**config.mk**
```make
export PLATFORM = sky130hd
export DESIGN_NAME = gpio_edge_ctrl
export DESIGN_NICKNAME = d
export VERILOG_FILES = /design/src/rtl/gpio_edge_pkg.sv /design/src/rtl/gpio_edge_regs.sv /design/src/rtl/gpio_edge_irq.sv /design/src/rtl/gpio_pad_drive.sv /design/src/rtl/gpio_edge_ctrl.sv
export SDC_FILE = /design/constraint.sdc
export NUM_CORES = 1
export LEC_CHECK = 0
export CORE_MARGIN = 1.5
export CORE_UTILIZATION = 53
export CTS_CLUSTER_DIAMETER = 40
export CTS_CLUSTER_SIZE = 28
export DETAILED_ROUTE_END_ITERATION = 8
export MAX_ROUTING_LAYER = met4
export PLACE_DENSITY = 0.92
export REMOVE_ABC_BUFFERS = 1
export SLEW_MARGIN = 20
export SYNTH_ARGS = -nofsm -noshare
export SYNTH_HDL_FRONTEND = slang
export SYNTH_SLANG_ARGS = --single-unit
```
**constraint.sdc**
```tcl
create_clock -name clk -period 3 [get_ports clk]
set_input_delay 0.6 -clock clk [delete_from_list [all_inputs] [get_ports clk]]
set_output_delay 0.6 -clock clk [all_outputs]
set_load 0.05 [all_outputs]
```
**src/rtl/gpio_edge_pkg.sv**
```systemverilog
package gpio_edge_pkg;
   // Register byte offsets on the bus
   localparam logic [4:0] OFS_LEVEL  = 5'h00;
   localparam logic [4:0] OFS_LATCH  = 5'h04;
   localparam logic [4:0] OFS_DIR    = 5'h08;
   localparam logic [4:0] OFS_EDGE   = 5'h0C;
   localparam logic [4:0] OFS_MASK   = 5'h10;
   localparam logic [4:0] OFS_STATUS = 5'h14;
   localparam logic [4:0] OFS_RDEN   = 5'h18;

   // Access width codes
   localparam logic [1:0] SZ_BYTE = 2'b00;
   localparam logic [1:0] SZ_HALF = 2'b01;
   localparam logic [1:0] SZ_WORD = 2'b10;
endpackage

```
**src/rtl/gpio_edge_regs.sv**
```systemverilog
module gpio_edge_regs
   import gpio_edge_pkg::*;
#(
   parameter int LINES  = 16,
   parameter int BUS_W  = 16,
   parameter int ADDR_W = 5
) (
   input  logic              clk,
   input  logic              rst_n,
   input  logic              sel,
   input  logic              wr,
   input  logic [ADDR_W-1:0] addr,
   input  logic [1:0]        size,
   input  logic [BUS_W-1:0]  wdata,
   input  logic [LINES-1:0]  level_q,
   input  logic [LINES-1:0]  status_q,
   output logic [BUS_W-1:0]  rdata,
   output logic              err,
   output logic [LINES-1:0]  dir_q,
   output logic [LINES-1:0]  latch_q,
   output logic [LINES-1:0]  edge_q,
   output logic [LINES-1:0]  mask_q,
   output logic [LINES-1:0]  clr
);
   localparam logic [LINES-1:0] ALL_ONES = {LINES{1'b1}};

   logic              acc_ok, wr_en, rd_en;
   logic [LINES-1:0]  rden_q;
   logic [LINES-1:0]  wval;
   logic [LINES-1:0]  rd_l;

   generate
      if (LINES < 1 || LINES > BUS_W) begin : g_bad_lines
         $error("gpio_edge_regs: LINES must be within 1..BUS_W");
      end
      if (ADDR_W < 5) begin : g_bad_addr
         $error("gpio_edge_regs: ADDR_W must be at least 5");
      end
   endgenerate

   assign acc_ok = sel && (size == SZ_HALF);
   assign err    = sel && (size != SZ_HALF);
   assign wr_en  = acc_ok && wr;
   assign rd_en  = acc_ok && !wr;
   assign wval   = wdata[LINES-1:0];

   always_ff @(posedge clk) begin
      if (!rst_n) begin
         dir_q   <= ALL_ONES;
         latch_q <= '0;
         edge_q  <= '0;
         mask_q  <= ALL_ONES;
         rden_q  <= ALL_ONES;
      end else if (wr_en) begin
         if (addr == ADDR_W'(OFS_LATCH)) latch_q <= wval;
         if (addr == ADDR_W'(OFS_DIR))   dir_q   <= wval;
         if (addr == ADDR_W'(OFS_EDGE))  edge_q  <= wval;
         if (addr == ADDR_W'(OFS_MASK))  mask_q  <= wval;
         if (addr == ADDR_W'(OFS_RDEN))  rden_q  <= wval;
      end
   end

   assign clr = (wr_en && addr == ADDR_W'(OFS_STATUS)) ? wval : '0;

   always_comb begin
      rd_l = '0;
      if (rd_en) begin
         if      (addr == ADDR_W'(OFS_LEVEL))  rd_l = level_q & rden_q;
         else if (addr == ADDR_W'(OFS_LATCH))  rd_l = latch_q;
         else if (addr == ADDR_W'(OFS_DIR))    rd_l = dir_q;
         else if (addr == ADDR_W'(OFS_EDGE))   rd_l = edge_q;
         else if (addr == ADDR_W'(OFS_MASK))   rd_l = mask_q;
         else if (addr == ADDR_W'(OFS_STATUS)) rd_l = status_q;
         else if (addr == ADDR_W'(OFS_RDEN))   rd_l = rden_q;
         else                                  rd_l = '0;
      end
   end

   generate
      if (BUS_W > LINES) begin : g_rd_pad
         assign rdata = {{(BUS_W-LINES){1'b0}}, rd_l};
      end else begin : g_rd_full
         assign rdata = rd_l;
      end
   endgenerate

   AST_BAD_WIDTH_HOLDS: assert property (@(posedge clk) disable iff (!rst_n)
      err |=> ($stable(dir_q) && $stable(latch_q) && $stable(edge_q) && $stable(mask_q) && $stable(rden_q)));

   AST_BAD_WIDTH_NO_CLEAR: assert property (@(posedge clk) disable iff (!rst_n)
      err |-> (clr == '0));
endmodule

```
**src/rtl/gpio_edge_irq.sv**
```systemverilog
module gpio_edge_irq #(
   parameter int LINES = 16
) (
   input  logic             clk,
   input  logic             rst_n,
   input  logic [LINES-1:0] pad_in,
   input  logic [LINES-1:0] dir_q,
   input  logic [LINES-1:0] edge_q,
   input  logic [LINES-1:0] mask_q,
   input  logic [LINES-1:0] clr,
   output logic [LINES-1:0] level_q,
   output logic [LINES-1:0] status_q,
   output logic             irq
);
   logic [LINES-1:0] hit;
   logic [LINES-1:0] event_v;
   logic [LINES-1:0] status_n;

   generate
      for (genvar i = 0; i < LINES; i++) begin : g_line
         logic rise, fall;
         assign rise       = pad_in[i] & ~level_q[i];
         assign fall       = ~pad_in[i] & level_q[i];
         assign hit[i]     = edge_q[i] ? rise : fall;
         assign event_v[i] = hit[i] & dir_q[i] & ~mask_q[i];
         // a fresh event outranks a clear of the same bit
         assign status_n[i] = event_v[i] | (status_q[i] & ~clr[i]);
      end
   endgenerate

   always_ff @(posedge clk) begin
      if (!rst_n) begin
         level_q  <= '0;
         status_q <= '0;
         irq      <= 1'b0;
      end else begin
         level_q  <= pad_in;
         status_q <= status_n;
         irq      <= |status_n;
      end
   end

   AST_EVENT_SETS: assert property (@(posedge clk) disable iff (!rst_n)
      (event_v != '0) |=> ((status_q & $past(event_v)) == $past(event_v)));

   AST_BLOCKED_NEVER_SETS: assert property (@(posedge clk) disable iff (!rst_n)
      1'b1 |=> ((status_q & ~$past(status_q) & ($past(mask_q) | ~$past(dir_q))) == '0));

   AST_IRQ_TRACKS_STATUS: assert property (@(posedge clk) disable iff (!rst_n)
      irq == (status_q != '0));

   AST_CLEAR_ONLY_WRITTEN: assert property (@(posedge clk) disable iff (!rst_n)
      1'b1 |=> (($past(status_q) & ~$past(clr) & ~status_q) == '0));
endmodule

```
**src/rtl/gpio_pad_drive.sv**
```systemverilog
module gpio_pad_drive #(
   parameter int LINES = 16
) (
   input  logic [LINES-1:0] dir_q,
   input  logic [LINES-1:0] latch_q,
   output logic [LINES-1:0] pad_out,
   output logic [LINES-1:0] pad_oe
);
   generate
      for (genvar i = 0; i < LINES; i++) begin : g_pad
         assign pad_oe[i]  = ~dir_q[i];
         assign pad_out[i] = latch_q[i] & ~dir_q[i];
      end
   endgenerate
endmodule

```
**src/rtl/gpio_edge_ctrl.sv**
```systemverilog
module gpio_edge_ctrl
   import gpio_edge_pkg::*;
#(
   parameter int LINES  = 16,
   parameter int BUS_W  = 16,
   parameter int ADDR_W = 5
) (
   input  logic              clk,
   input  logic              rst_n,
   input  logic              bus_sel,
   input  logic              bus_wr,
   input  logic [ADDR_W-1:0] bus_addr,
   input  logic [1:0]        bus_size,
   input  logic [BUS_W-1:0]  bus_wdata,
   output logic [BUS_W-1:0]  bus_rdata,
   output logic              bus_err,
   input  logic [LINES-1:0]  pad_in,
   output logic [LINES-1:0]  pad_out,
   output logic [LINES-1:0]  pad_oe,
   output logic              irq
);
   logic [LINES-1:0] dir_q, latch_q, edge_q, mask_q, clr;
   logic [LINES-1:0] level_q, status_q;

   gpio_edge_regs #(.LINES(LINES), .BUS_W(BUS_W), .ADDR_W(ADDR_W)) u_regs (
      .clk      (clk),
      .rst_n    (rst_n),
      .sel      (bus_sel),
      .wr       (bus_wr),
      .addr     (bus_addr),
      .size     (bus_size),
      .wdata    (bus_wdata),
      .level_q  (level_q),
      .status_q (status_q),
      .rdata    (bus_rdata),
      .err      (bus_err),
      .dir_q    (dir_q),
      .latch_q  (latch_q),
      .edge_q   (edge_q),
      .mask_q   (mask_q),
      .clr      (clr)
   );

   gpio_edge_irq #(.LINES(LINES)) u_irq (
      .clk      (clk),
      .rst_n    (rst_n),
      .pad_in   (pad_in),
      .dir_q    (dir_q),
      .edge_q   (edge_q),
      .mask_q   (mask_q),
      .clr      (clr),
      .level_q  (level_q),
      .status_q (status_q),
      .irq      (irq)
   );

   gpio_pad_drive #(.LINES(LINES)) u_pads (
      .dir_q   (dir_q),
      .latch_q (latch_q),
      .pad_out (pad_out),
      .pad_oe  (pad_oe)
   );

   logic good_wr;
   assign good_wr = bus_sel && bus_wr && (bus_size == SZ_HALF);

   AST_LATCH_WRITE_DRIVES: assert property (@(posedge clk) disable iff (!rst_n)
      (good_wr && bus_addr == ADDR_W'(OFS_LATCH)) |=>
         (pad_out == ($past(bus_wdata[LINES-1:0]) & ~dir_q)));

   AST_DIR_WRITE_REDRIVES: assert property (@(posedge clk) disable iff (!rst_n)
      (good_wr && bus_addr == ADDR_W'(OFS_DIR)) |=>
         ((pad_oe == ~$past(bus_wdata[LINES-1:0])) &&
          (pad_out == (latch_q & ~$past(bus_wdata[LINES-1:0])))));

   AST_RESET_QUIET: assert property (@(posedge clk)
      !rst_n |=> (!irq && pad_oe == '0));
endmodule

```
# Yosys cells after proc, flatten, opt, wreduce, memory -nomap -nowiden
# Index checks and enable logic that the tools add are counted.
# word_totals
output_inout_bits	50
wordCells	247
register_bits	113
# classes
eq_ne	8
n_reduce_logical	13
bitwise_logic	193
muxes	25
# op_table
cell	n
$mux 16	9
$and 1x1->1	96
$not 1->1	80
$and 16x16->16	1
$mux 1	16
$or 1x1->1	16
$reduce_or 16->1	1
$eq 5x5->1 const B	3
$eq 5x4->1 const B	2
$reduce_and 2->1	5
$eq 5x3->1 const B	1
$logic_and 1x1->1	5
$logic_not 5->1	1
$eq 2x1->1 const B	1
$ne 2x1->1 const B	1
$logic_not 1->1	1

# Depth between registers and ports, before layout
# Gate-level depths: netlist of run 1.
# logic_depth
ltp_word	9
ltp_mapped	9
ltp_nobuf	5

# Hierarchy
# From an unflattened synthesis of run 1, not the netlist that was laid out.
# hier_totals
cells_unflattened	760
area_unflattened_um2	5838.1
# modules_own_cells
module	n_inst	cells_per_inst	area_per_inst_um2	seq_area_each_um2
gpio_edge_regs	1	564	4205.3	1601.5
gpio_edge_irq	1	164	1472.7	660.6
gpio_pad_drive	1	32	160.2	0.0

# Worst setup path after synthesis of run 1
# Ideal clock, no wire load.
# synth_timing
kind	input -> output
startpoint	input bus_addr[4]
endpoint	output bus_rdata[10]
slack_ns	-0.169
required_ns	2.400
stages	7
n_path_buf	3
arrival_ns	2.569
cell_sequence	buf_6 or3_1 buf_2 nor3_2 buf_2 nand3_1 a21oi_1
# synth_via
elab_chain_cells	9
elab_cells_between_ends	15
classes_between	eq/ne (6); mux (8); reduce/logical (1)
# synth_lines
element	line	text
start, declared	gpio_edge_ctrl.sv:12	input logic [ADDR_W-1:0] bus_addr,
$eq 5x5->1	gpio_edge_regs.sv:74	else if (addr == ADDR_W'(OFS_RDEN)) rd_l = rden_q;
$mux 16	gpio_edge_regs.sv:74	
$mux 16	gpio_edge_regs.sv:73	else if (addr == ADDR_W'(OFS_STATUS)) rd_l = status_q;
$mux 16	gpio_edge_regs.sv:72	else if (addr == ADDR_W'(OFS_MASK)) rd_l = mask_q;
$mux 16	gpio_edge_regs.sv:71	else if (addr == ADDR_W'(OFS_EDGE)) rd_l = edge_q;
$mux 16	gpio_edge_regs.sv:70	else if (addr == ADDR_W'(OFS_DIR)) rd_l = dir_q;
$mux 16	gpio_edge_regs.sv:69	else if (addr == ADDR_W'(OFS_LATCH)) rd_l = latch_q;
$mux 16 *	gpio_edge_regs.sv:68	if (addr == ADDR_W'(OFS_LEVEL)) rd_l = level_q & rden_q;
$mux 16 *	gpio_edge_regs.sv:67	if (rd_en) begin
end, declared	gpio_edge_ctrl.sv:15	output logic [BUS_W-1:0] bus_rdata,
# Mark *: on every way between the ends. The rest lies on a longest branch, timed or not.

# Worst setup path after layout of run 1
# layout_timing
startpoint	input bus_addr[2]
endpoint	output bus_rdata[7]
# The elaborated chain is that of the path after synthesis.

==> results_tabular.tex, run 1 <==
\begin{tabular}{lr}
\hline
Metric & Value \\
\hline
\multicolumn{2}{l}{\textbf{Outcome}} \\
Outcome & complete, but fails checks \\
Violations in the final reports & design-rule violations, negative setup slack \\
\multicolumn{2}{l}{\textbf{Critical path}} \\
Top fanout value on the critical path & 18 \\
Worst setup path category & in2out \\
Arrival time of the worst setup path & 2500 ps \\
Element type at the critical path start & primary input \\
RR Endpoint & u\_irq.irq \\
Reg-to-reg setup timing slack & 1280 ps \\
Cell count of the worst reg-to-reg path & 5 \\
Worst path required time & 2400 ps \\
Nature of the critical path endpoint & primary output \\
Critical register-to-register path startpoint & u\_regs.edge\_q[5] \\
\multicolumn{2}{l}{\textbf{STA}} \\
Setup violation total in the final timing report & 5 \\
Aggregate negative setup slack & -258 ps \\
Minimum period implied by the final worst setup slack & 3100 ps \\
Final-report hold violation count & 0 \\
Setup Skew & 12.3 ps \\
Highest clock rate & 322 MHz \\
Final worst-path cycle share & 1.03 \\
Crit path setup slack, layout & -102 ps \\
Max transition margin & 0.652 \\
Final-layout worst hold slack & 465 ps \\
Transition at the pin with the smallest max-transition slack & 521 ps \\
Slew Limit Fails & 0 \\
\multicolumn{2}{l}{\textbf{Clocking}} \\
Clk sink count & 113 \\
CTS tree & yes \\
Number of clock buffers inserted by TritonCTS & 17 \\
Number of buffers on the longest clock path & 2 \\
H-Tree Level Count & 4 \\
Clock-pin slew of the registers on the worst-case setup and hold paths & 60 ps \\
CTS Hold Buffers Added & 0 \\
Clock latency on the worst-skew pair & 540 ps \\
Buffer cell driving the clock tree root & clkbuf\_8 \\
\multicolumn{2}{l}{\textbf{Yosys}} \\
Post-synth top area cell & dfxtp\_1 \\
Synthesis-stage register bit count & 113 \\
Share of flip-flops with an asynchronous set or reset & 0 \\
Post-synthesis cell type count & 41 \\
Per-instance average area after synthesis & 8.14 µm² \\
Number of cells produced by synthesis & 683 \\
Cell area after synthesis & 5560 µm² \\
Dominant cells by area after synthesis & dfxtp\_1 (41\%), nand2\_1 (9.9\%), o211ai\_1 (4.3\%) \\
Most common flop cell mapped by yosys & dfxtp\_1 \\
Fraction of the yosys area taken by sequential cells & 0.407 \\
Top-area cell type share of the netlist area & 0.407 \\
Yosys warnings & 0 \\
Number of enable-type register cells in the synthesized netlist & 0 \\
\multicolumn{2}{l}{\textbf{Hold path}} \\
Hold depth & 2 \\
Class of the worst hold path & in2reg \\
Beginning of the worst hold path & rst\_n \\
Hold Path End & u\_regs.rden\_q[6] \\
\multicolumn{2}{l}{\textbf{Power and ir drop}} \\
Int Pwr & 3.13 mW \\
Fraction of power consumed by sequential logic & 0.375 \\
Clk network pwr share & 0.544 \\
Proportion of power drawn by combinational gates & 0.081 \\
Sw Share & 0.230 \\
Power per unit of standard cell area & 516 nW/µm² \\
Peak supply drop & 425 µV \\
Sw Pwr & 0.935 mW \\
PnR Total Power & 4.07 mW \\
Leakage power of the design & 3.06 nW \\
\multicolumn{2}{l}{\textbf{Floorplan}} \\
Ports & 93 \\
Die W & 105 µm \\
DIE HEIGHT & 105 µm \\
Die area & 11100 µm² \\
Std-Cell Rows & 37 \\
Initial core utilization & 0.544 \\
Core Area & 10200 µm² \\
\multicolumn{2}{l}{\textbf{Layout}} \\
Number of filler cells placed in the layout & 579 \\
Area grow syn2layout & 41.7\% \\
Final instance count without filler cells & 952 \\
Fraction of final layout cells with drive strength greater than 1 & 0.185 \\
Final net count & 846 \\
Core Util, Final & 0.770 \\
Top library cells by usage in the layout, fill and taps aside & nand2\_1 (147), dfxtp\_1 (113), clkdlybuf4s50\_1 (69), buf\_4 (56) \\
Most frequent standard cell in the layout excluding fill and tap cells & nand2\_1 \\
Antenna cells & 0 \\
\multicolumn{2}{l}{\textbf{Global route}} \\
GRT Overall Usage & 0.399 \\
Pin count of the biggest net entering global routing & 44 \\
Wire length of the first global-routing pass & 33.5 mm \\
Number of global-route vias before repair & 6441 \\
Initial antenna violation count & 0 \\
Global-route congestion overflow total & 0 \\
\multicolumn{2}{l}{\textbf{Routing}} \\
Vias per std cell & 6.95 \\
Number of nets with antenna violations after routing & 0 \\
Number of DRC violations after detailed routing & 13 \\
DR vias & 6613 \\
Detail-routed net length per standard cell & 24.0 µm \\
Total wirelength of the detailed-routed design & 22.8 mm \\
Pre-Repair DR Iteration Count & 9 \\
Number of DRC markers in iteration 0 & 1309 \\
\multicolumn{2}{l}{\textbf{Place}} \\
Placed cell count & 918 \\
Half-perimeter wire length after placement & 13.0 mm \\
Quantity of I/O buffers inserted on ports & 92 \\
Placer congestion estimate & 0.957 \\
\multicolumn{2}{l}{\textbf{Run}} \\
Max-cap check violation count & 0 \\
\hline
\end{tabular}
==> cells by family (layout without fill, tap and decap cells) <==
family	after synthesis	count (layout)	share of synthesized area
buffers and inverters	88	221	0.0682
flip-flops	113	113	0.407
AO/OA/AOI/OAI	179	179	0.248
AND/OR/NAND/NOR	303	303	0.277
==> power by group through the flow <==
stage / logic (mW) / clock network (mW) / registers [mW]
after global placement: 0.277 / 0 / 1.56
after global routing: 0.335 / 2.26 / 1.53
final: 0.328 / 2.21 / 1.53
after floorplan: 0.0990 / 0 / 1.56
after CTS: 0.300 / 2.17 / 1.53
after detailed placement: 0.285 / 0 / 1.56
==> state kept, by name, indices dropped and copies added, names as in the netlist <==
name and count:
u_irq.status_q 16, u_regs.dir_q 16, u_regs.rden_q 16, u_regs.edge_q 16, u_irq.level_q 16, u_regs.latch_q 16, u_irq.irq 1, u_regs.mask_q 16
==> how the worst max path moves through the flow <==
stage                     slack [ps]   startpoint           end  depth (start not counted)
after floorplan                 -770  bus_addr[1]  bus_rdata[0]                          5
after global placement          -300  bus_addr[3]  bus_rdata[3]                          9
after detailed placement        -330  bus_addr[3]  bus_rdata[3]                          9
after CTS                         40  bus_addr[4]  bus_rdata[3]                         11
after global routing            -110  bus_addr[2]  bus_rdata[7]                         10
final                           -100  bus_addr[2]  bus_rdata[7]                         10
==> worst max-delay path: stages <==
cell	delay, ps
clkdlybuf4s15_2	280
buf_8	210
inv_1	80
nand2_1	180
buf_4	220
o31ai_2	270
a2bb2oi_1	230
a21oi_1	120
buf_4	160
buf_12	140
==> cells in the mapped netlist, types with 15 or more instances <==
library cell,n
a21boi_0,22
a21oi_1,18
a2bb2oi_1,15
a32o_1,15
a32oi_1,16
and2_1,17
buf_2,18
clkbuf_1,31
dfxtp_1,113
inv_1,35
nand2_1,147
nand2b_1,31
nand3_1,35
nand4_1,20
nor2b_1,34
o211ai_1,32
o22ai_1,17
==> layout make-up <==
cell class,instances,area (µm²),share of cell area
timing repair buffer,154,1600,0.202
inverter,35,131,0.0167
tap,136,170,0.0216
clock buffer,22,453,0.0575
clock inverter,10,181,0.0230
sequential,113,2260,0.287
multi-input combinational,482,3090,0.392
==> what timing repair did <==
| item | 4_1_cts | 5_1_grt |
|---|---|---|
| setup endpoints to repair | 16 | 11 |
| gates cloned | 1 | 0 |
| resized for setup | 40 | 18 |
| buffers inserted | 1 | 0 |
| pin swaps | 6 | 3 |
==> per-stage QoR <==
stage / area (µm²) / worst slack [ps]
after global routing: 7880 / -108
after floorplan: 5310 / -773
after detailed placement: 7040 / -330
final: 7880 / -102
after CTS: 7800 / 41.9
after global placement: 7040 / -301
==> metal layers <==
| metal | routed length, µm | track usage | up-vias |
|---|---|---|---|
| met5 | 0 | - | - |
| met3 | 3470 | 0.114 | 275 |
| met2 | 9680 | 0.599 | 768 |
| li1 | - | - | 2687 |
| met4 | 2030 | 0.256 | 0 |
| met1 | 7660 | 0.467 | 2883 |
(Power assumes the default switching activity.)
==> run 2, diff against run 1 <==
--- a/config.mk
+++ b/config.mk
@@ -5,6 +5,7 @@
 export SDC_FILE = /design/constraint.sdc
 export NUM_CORES = 1
 export LEC_CHECK = 0
+export CAP_MARGIN = 20
 export CORE_MARGIN = 1.5
 export CORE_UTILIZATION = 53
 export CTS_CLUSTER_DIAMETER = 40
==> results of run 2 <==
No change in the layout: final DEF, timing and power equal those of run 1.
